### src/rtl/alu8_pkg.sv
package alu8_pkg;

    localparam int DATA_W = 8;
    localparam int OP_W   = 4;

    typedef enum logic [OP_W-1:0] {
        OP_PASS = 4'h0,
        OP_ADD  = 4'h1,
        OP_SUB  = 4'h2,
        OP_AND  = 4'h3,
        OP_OR   = 4'h4,
        OP_NOT  = 4'h5,
        OP_INC  = 4'h6,
        OP_SHR  = 4'h7,
        OP_SHL  = 4'h8,
        OP_SAR  = 4'h9
    } alu_op_e;

    // One datapath lane: a data byte plus its carry-like flag.
    typedef struct packed {
        logic [DATA_W-1:0] val;
        logic              cy;
    } lane_t;

    // Which functional unit owns an operation code.
    typedef enum logic [1:0] {
        GRP_NONE  = 2'd0,
        GRP_ARITH = 2'd1,
        GRP_BITS  = 2'd2,
        GRP_SHIFT = 2'd3
    } alu_grp_e;

    function automatic alu_grp_e op_group(input logic [OP_W-1:0] op);
        alu_grp_e g;
        case (op)
            OP_ADD, OP_SUB, OP_INC:         g = GRP_ARITH;
            OP_PASS, OP_AND, OP_OR, OP_NOT: g = GRP_BITS;
            OP_SHR, OP_SHL, OP_SAR:         g = GRP_SHIFT;
            default:                        g = GRP_NONE;
        endcase
        return g;
    endfunction

    localparam lane_t LANE_ZERO = '{val: '0, cy: 1'b0};

endpackage

### src/rtl/alu8_arith.sv
module alu8_arith
    import alu8_pkg::*;
(
    input  logic [OP_W-1:0]   op,
    input  logic [DATA_W-1:0] a,
    input  logic [DATA_W-1:0] b,
    output lane_t             res
);
    localparam int SUM_W = DATA_W + 1;

    logic [DATA_W-1:0] addend;
    logic              cin;
    logic [SUM_W-1:0]  sum;
    logic              is_sub;
    logic              is_inc;

    assign is_sub = (op == OP_SUB);
    assign is_inc = (op == OP_INC);

    // Single shared adder: add uses b, subtract uses ~b + 1, increment uses 0 + 1.
    always_comb begin
        if (is_sub) begin
            addend = ~b;
        end else if (is_inc) begin
            addend = '0;
        end else begin
            addend = b;
        end
        cin = is_sub | is_inc;
    end

    assign sum = {1'b0, a} + {1'b0, addend} + {{(SUM_W-1){1'b0}}, cin};

    // Borrow is the inverse of the adder carry when subtracting.
    assign res.val = sum[DATA_W-1:0];
    assign res.cy  = is_sub ? ~sum[DATA_W] : sum[DATA_W];

endmodule

### src/rtl/alu8_logic.sv
module alu8_logic
    import alu8_pkg::*;
(
    input  logic [OP_W-1:0]   op,
    input  logic [DATA_W-1:0] a,
    input  logic [DATA_W-1:0] b,
    output lane_t             res
);
    always_comb begin
        res = LANE_ZERO;
        case (op)
            OP_PASS: res.val = a;
            OP_AND:  res.val = a & b;
            OP_OR:   res.val = a | b;
            OP_NOT: begin
                res.val = ~a;
                res.cy  = 1'b1;
            end
            default: res = LANE_ZERO;
        endcase
    end

endmodule

### src/rtl/alu8_shift.sv
module alu8_shift
    import alu8_pkg::*;
(
    input  logic [OP_W-1:0]   op,
    input  logic [DATA_W-1:0] a,
    output lane_t             res
);
    localparam int MSB = DATA_W - 1;

    logic fill_hi;

    // Right shifts differ only in the bit entering at the top.
    assign fill_hi = (op == OP_SAR) ? a[MSB] : 1'b0;

    always_comb begin
        res = LANE_ZERO;
        case (op)
            OP_SHR, OP_SAR: begin
                res.val = {fill_hi, a[MSB:1]};
                res.cy  = a[0];
            end
            OP_SHL: begin
                res.val = {a[MSB-1:0], 1'b0};
                res.cy  = a[MSB];
            end
            default: res = LANE_ZERO;
        endcase
    end

endmodule

### src/rtl/alu8_outstage.sv
module alu8_outstage
    import alu8_pkg::*;
#(
    parameter bit REG_OUT = 1'b1
) (
    input  logic              clk,
    input  logic              rst,
    input  logic [OP_W-1:0]   op,
    input  lane_t             arith_res,
    input  lane_t             bits_res,
    input  lane_t             shift_res,
    output logic [DATA_W-1:0] result,
    output logic              carry,
    output logic              zero
);
    lane_t sel;
    logic  zero_n;

    always_comb begin
        case (op_group(op))
            GRP_ARITH: sel = arith_res;
            GRP_BITS:  sel = bits_res;
            GRP_SHIFT: sel = shift_res;
            default:   sel = LANE_ZERO;
        endcase
    end

    assign zero_n = ~|sel.val;

    generate
        if (REG_OUT) begin : g_reg
            always_ff @(posedge clk) begin
                if (rst) begin
                    result <= '0;
                    carry  <= 1'b0;
                    zero   <= 1'b1;
                end else begin
                    result <= sel.val;
                    carry  <= sel.cy;
                    zero   <= zero_n;
                end
            end
        end else begin : g_comb
            assign result = sel.val;
            assign carry  = sel.cy;
            assign zero   = zero_n;
        end
    endgenerate

endmodule

### src/rtl/alu8_core.sv
module alu8_core
    import alu8_pkg::*;
#(
    parameter bit REG_OUT = 1'b1
) (
    input  logic              clk,
    input  logic              rst,
    input  logic [OP_W-1:0]   op,
    input  logic [DATA_W-1:0] a,
    input  logic [DATA_W-1:0] b,
    output logic [DATA_W-1:0] result,
    output logic              carry,
    output logic              zero
);
    lane_t arith_res;
    lane_t bits_res;
    lane_t shift_res;

    alu8_arith u_arith (
        .op  (op),
        .a   (a),
        .b   (b),
        .res (arith_res)
    );

    alu8_logic u_bits (
        .op  (op),
        .a   (a),
        .b   (b),
        .res (bits_res)
    );

    alu8_shift u_shift (
        .op  (op),
        .a   (a),
        .res (shift_res)
    );

    alu8_outstage #(.REG_OUT(REG_OUT)) u_out (
        .clk       (clk),
        .rst       (rst),
        .op        (op),
        .arith_res (arith_res),
        .bits_res  (bits_res),
        .shift_res (shift_res),
        .result    (result),
        .carry     (carry),
        .zero      (zero)
    );

endmodule

### config.mk
export PLATFORM = sky130hd
export DESIGN_NAME = alu8_core
export DESIGN_NICKNAME = d
export VERILOG_FILES = /design/src/rtl/alu8_pkg.sv /design/src/rtl/alu8_arith.sv /design/src/rtl/alu8_logic.sv /design/src/rtl/alu8_shift.sv /design/src/rtl/alu8_outstage.sv /design/src/rtl/alu8_core.sv
export SDC_FILE = /design/constraint.sdc
export NUM_CORES = 1
export LEC_CHECK = 0
export ABC_AREA = 0
export ABC_CLOCK_PERIOD_IN_PS = 8700
export BUFFER_PORTS_ARGS = -buffer_cell sky130_fd_sc_hd__buf_2
export CAP_MARGIN = 25
export CORE_MARGIN = 2
export CORE_UTILIZATION = 51
export CTS_BUF_LIST = sky130_fd_sc_hd__clkbuf_4
export DETAILED_ROUTE_END_ITERATION = 8
export PLACE_DENSITY_LB_ADDON = 0.1
export SLEW_MARGIN = 5
export SYNTH_ARGS = -nofsm -noshare
export SYNTH_HDL_FRONTEND = slang
export SYNTH_HIERARCHICAL = 1
export SYNTH_SLANG_ARGS = --single-unit
### constraint.sdc
create_clock -name clk -period 8.7 [get_ports clk]
set_clock_uncertainty 0.2 [all_clocks]
set_input_delay 0.435 -clock clk [delete_from_list [all_inputs] [get_ports clk]]
set_output_delay 0.435 -clock clk [all_outputs]
set_load 0.02 [all_outputs]
# Word level (Yosys, flattened, before mapping)

Memories as Yosys holds them, arrays and structs flattened.
Index checks and enable logic that the tools add are counted.
Widths: inputs -> output; s select.

Memories: 1
Logic and storage cells: 35
Memory bits (read-only): 32
Flip-flop bits (word level): 10
Input bits: 22

Memory list:

| memory          | words | bits a word | rd ports | clocked after memory_dff | wr ports | line           | RTL |
|---|---|---|---|---|---|---|---|
| (no name shown) | 16    | 2           | 1        | 0                        | 0        | alu8_pkg.sv:35 | `case (op)` |

Equality and inequality tests: 11
Bitwise logic cells: 6
Add/subtract/negate cells: 2
Muxes and demuxes: 8
Reductions and logical operators: 4

Operators with widths:

| kind               | number |
|---|---|
| $pmux 8 s4         | 1 |
| $pmux 9 s3         | 1 |
| $pmux 9 s2         | 1 |
| $eq 4x3->1 const B | 4 |
| $mux 8             | 2 |
| $not 8->8          | 2 |
| $add 8x8->9        | 1 |
| $add 9x1->9        | 1 |
| $and 8x8->8        | 1 |
| $eq 4x2->1 const B | 2 |
| $eq 4x4->1 const B | 2 |
| $or 8x8->8         | 1 |
| $reduce_or 8->1    | 1 |
| $eq 2x2->1 const B | 2 |
| $logic_not 4->1    | 1 |
| $mux 1             | 3 |
| $eq 2x1->1 const B | 1 |
| $reduce_or 2->1    | 1 |
| $logic_not 1->1    | 1 |
| $not 1->1          | 1 |
| $or 1x1->1         | 1 |

# Logic depth before layout (Yosys ltp)

Word-level depth: 10
Depth in mapped cells: 14
Mapped depth without buffers: 13

# Cells and area by module

The synthesis kept the hierarchy.

By module, submodules not included:

| module        | area each (um^2) | cells each | times used |
|---|---|---|---|
| alu8_outstage | 523.0            | 55         | 1 |
| alu8_arith    | 436.7            | 61         | 1 |
| alu8_logic    | 321.6            | 42         | 1 |
| alu8_shift    | 212.7            | 30         | 1 |

# Worst setup path after synthesis

Ideal clock, no wire load.

Path kind: input to register
From: input op[0]
To: register u_out.zero
Setup time: 0.060 ns
Stages: 14
Arrival time: 3.110 ns
Slack: 5.329 ns
Path buffers: 1
Required time: 8.440 ns
Cell sequence: nor2_2 -> nand2_2 -> or2_0 -> buf_2 -> o21ai_1 -> fa_1 -> fa_1 -> a21o_1 -> a21oi_2 -> o21ai_0 -> xor2_1 -> a222oi_1 -> and4_1 -> a41o_1

RTL lines:

| what                   | line                | RTL |
|---|---|---|
| start: declaration     | alu8_core.sv:8      | `input logic [OP_W-1:0] op,` |
| end signal: assignment | alu8_outstage.sv:40 | `zero <= zero_n;` |
| end: declaration       | alu8_outstage.sv:14 | `output logic zero` |

==> flow_metrics.tcl <==
set metrics [dict create \
    drive_gt1_share_pct 28.5 \
    synth_area_sq_mm 0.00149 \
    grt_max_degree 24 \
    ys_types 49 \
    syn_inst 188 \
    netlist.area_leader.share_pct 13.4 \
    maxSlewHeadroom_pct 56.8 \
    ant_nets 0 \
    max_stage_delay_ns 0.49 \
    cts_hold_buffers 0 \
    wl_per_cell_um 17.0 \
    die-area_sq_mm 0.00338 \
    tightestPinTransition_ns 0.648 \
    hpwl_mm 3.20 \
    drc 0 \
    finalSetupViolCount 0 \
    end_kind "flop" \
    cts_max_path_buffers 2 \
    timing.final.ws_setup_ns 4.71 \
    cp.arrival_ns 3.99 \
    die_w_um 58.1 \
    post-route-min-period_ns 3.99 \
    clk_pin_slew_ns 0.06 \
    antenna_found_initial 0 \
    ios 32 \
    cts_resized 0 \
    cts.sinks 10 \
    final_nets 247 \
    rows 19 \
    post_cts_buffers 0 \
    cellPowerDensity_mw_per_mm2 106 \
    slowest_stage "or2_0" \
    grt.busiest_layer "met2" \
    async_reset_ff_share_pct 0 \
    required_ns 8.70 \
    synth-main-ff-cell "dfxtp_1" \
    dieHeight_um 58.1 \
    grt_pass1_wl_mm 6.84 \
    seq_area_sq_um 200 \
    finalSetupTns_ns 0 \
    yosys_warnings 6 \
    core-area_sq_mm 0.00278 \
    via_count 1540 \
    area_growth_pct 10.1 \
    fill_cells 282 \
    synth_area_leaders "dfxtp_1, mux2i_1, ha_1" \
    synth_nets 220 \
    synth_common_cells "nand2_1, a21oi_1, mux2i_1" \
    start_kind "input port" \
    gr-usage-met2_pct 45.0 \
    critPathKind "input port to flop" \
    initial_core_util_pct 53.7 \
    drv_slew 0 \
    hold_path.class "input port to flop" \
    grt.total_usage_pct 26.0 \
    use_met3_pct 2.23 \
    synth.most_common_cell "nand2_1" \
    outcome "complete, no violations" \
    ys_seq_elements 10 \
    cts_buffers 3 \
    synth_top_area_cell "dfxtp_1" \
    grt_pass1_vias 1463 \
    htree_levels 1 \
    avgSynthCellArea_sq_um 7.95 \
    rsz0062_at_grt "no" \
    period_share_pct 45.9 \
    use_met1_pct 33.2 \
    leakage_nw 0.744 \
    synth_edf_count 0 \
    place_congestion 0.910 \
    crit_fanout 14 \
    port_buffers 31 \
    fmax_mhz 251 \
    root_buffer "clkbuf_4" \
    antennaDiodeCount 0 \
    ir_drop_uv 102 \
    detailedPlace.worstSlack_ns 4.51 \
    multi_input_comb_area_sq_mm 0.00119 \
    crit_top_cell "fa_1" \
    cts_tree "done" \
    drt-pass1-iter-count 5 \
    grt-ovfl-total 0 \
    routed_wirelength_mm 4.15 \
    ys_seq_area_share_pct 13.4 \
    vias_per_cell 6.29 \
    path_cells "buf_2 > nor2_2 > nand2_2 > or2_0 > o21ai_1 > fa_1 > fa_1 > a21o_1 > a21oi_2 > o21ai_0 > xor2_1 > a222oi_1 > and4_1 > a41o_1" \
    drv_cap 0 \
    dr.first_iter.drc_count 74 \
    finalHoldViolations 0 \
]
state kept, by name (all words and copies together), names as in the netlist:
signal,flops
u_out/carry,1
u_out/result,8
u_out/zero,1
routing by layer:
layer	wire length [um]	share of wire, %
met2	2000	48
met5	0	0
met4	88	2.1
met1	1780	43
met3	282	6.8
final timing paths:
check	start	to	slack, ns	depth (start not counted)
worst max-delay path	op[0]	u_out/zero	4.71	14
worst min-delay path	rst	u_out/carry	0.16	2
kinds of logic (layout without fill, tap and decap cells):
| group | Yosys count | after routing | synth area share, % |
|---|---|---|---|
| AOI/OAI and AO/OA | 72 | 72 | 37.5 |
| xor gates and xnor gates | 6 | 6 | 3.52 |
| adders and majority gates | 10 | 10 | 9.38 |
| buffers and inverters | 19 | 45 | 7.20 |
| DFF | 10 | 10 | 13.4 |
| and+or+nand+nor | 58 | 58 | 20.3 |
| muxes | 13 | 13 | 8.71 |
layout make-up:
class | count | area share, %
Multi-Input combinational cell | 159 | 72.1
Sequential cell | 10 | 12.2
Timing Repair Buffer | 31 | 9.44
Tap cell | 31 | 2.36
Inverter | 10 | 2.28
Clock buffer | 3 | 1.37
Clock inverter | 1 | 0.228
layout by cell type (no fill, tap or decap), drive strengths merged, types with 3 or more instances in the layout:
| cell type | instances |
|---|---|
| buf | 31 |
| nand2 | 25 |
| a21oi | 17 |
| o22ai | 15 |
| mux2i | 13 |
| o21ai | 13 |
| nor2 | 11 |
| inv | 10 |
| dfxtp | 10 |
| ha | 8 |
| o22a | 8 |
| a222oi | 5 |
| nand3 | 4 |
| xnor2 | 4 |
| nand2b | 4 |
| clkbuf | 3 |
| nor2b | 3 |
| a21o | 3 |
stage by stage:
step	power, mW	hold WS [ns]	std cells	area (sq um)	utilization [%]
after global placement	0.140	0.411	241	1620	58.2
after global routing	0.187	0.148	245	1640	59.1
final	0.173	0.164	245	1640	59.1
after CTS	0.174	0.152	245	1640	59.1
after floorplan	0.116	0.307	188	1490	-
after detailed placement	0.143	0.418	241	1620	58.2
worst max-delay path, delay by kind of cell:
kind / cells / cell delay (ns)
compound gates: 6 / 1.21
simple gates: 4 / 0.98
xor+xnor: 1 / 0.16
buf+inv: 1 / 0.29
fa+ha+maj: 2 / 0.89
report_power, final:
group          switching [mW]  internal [mW]
registers            0.000551         0.0487
logic                  0.0559         0.0382
clock network          0.0137         0.0165
total                  0.0701          0.103
(Power assumes the default switching activity.)
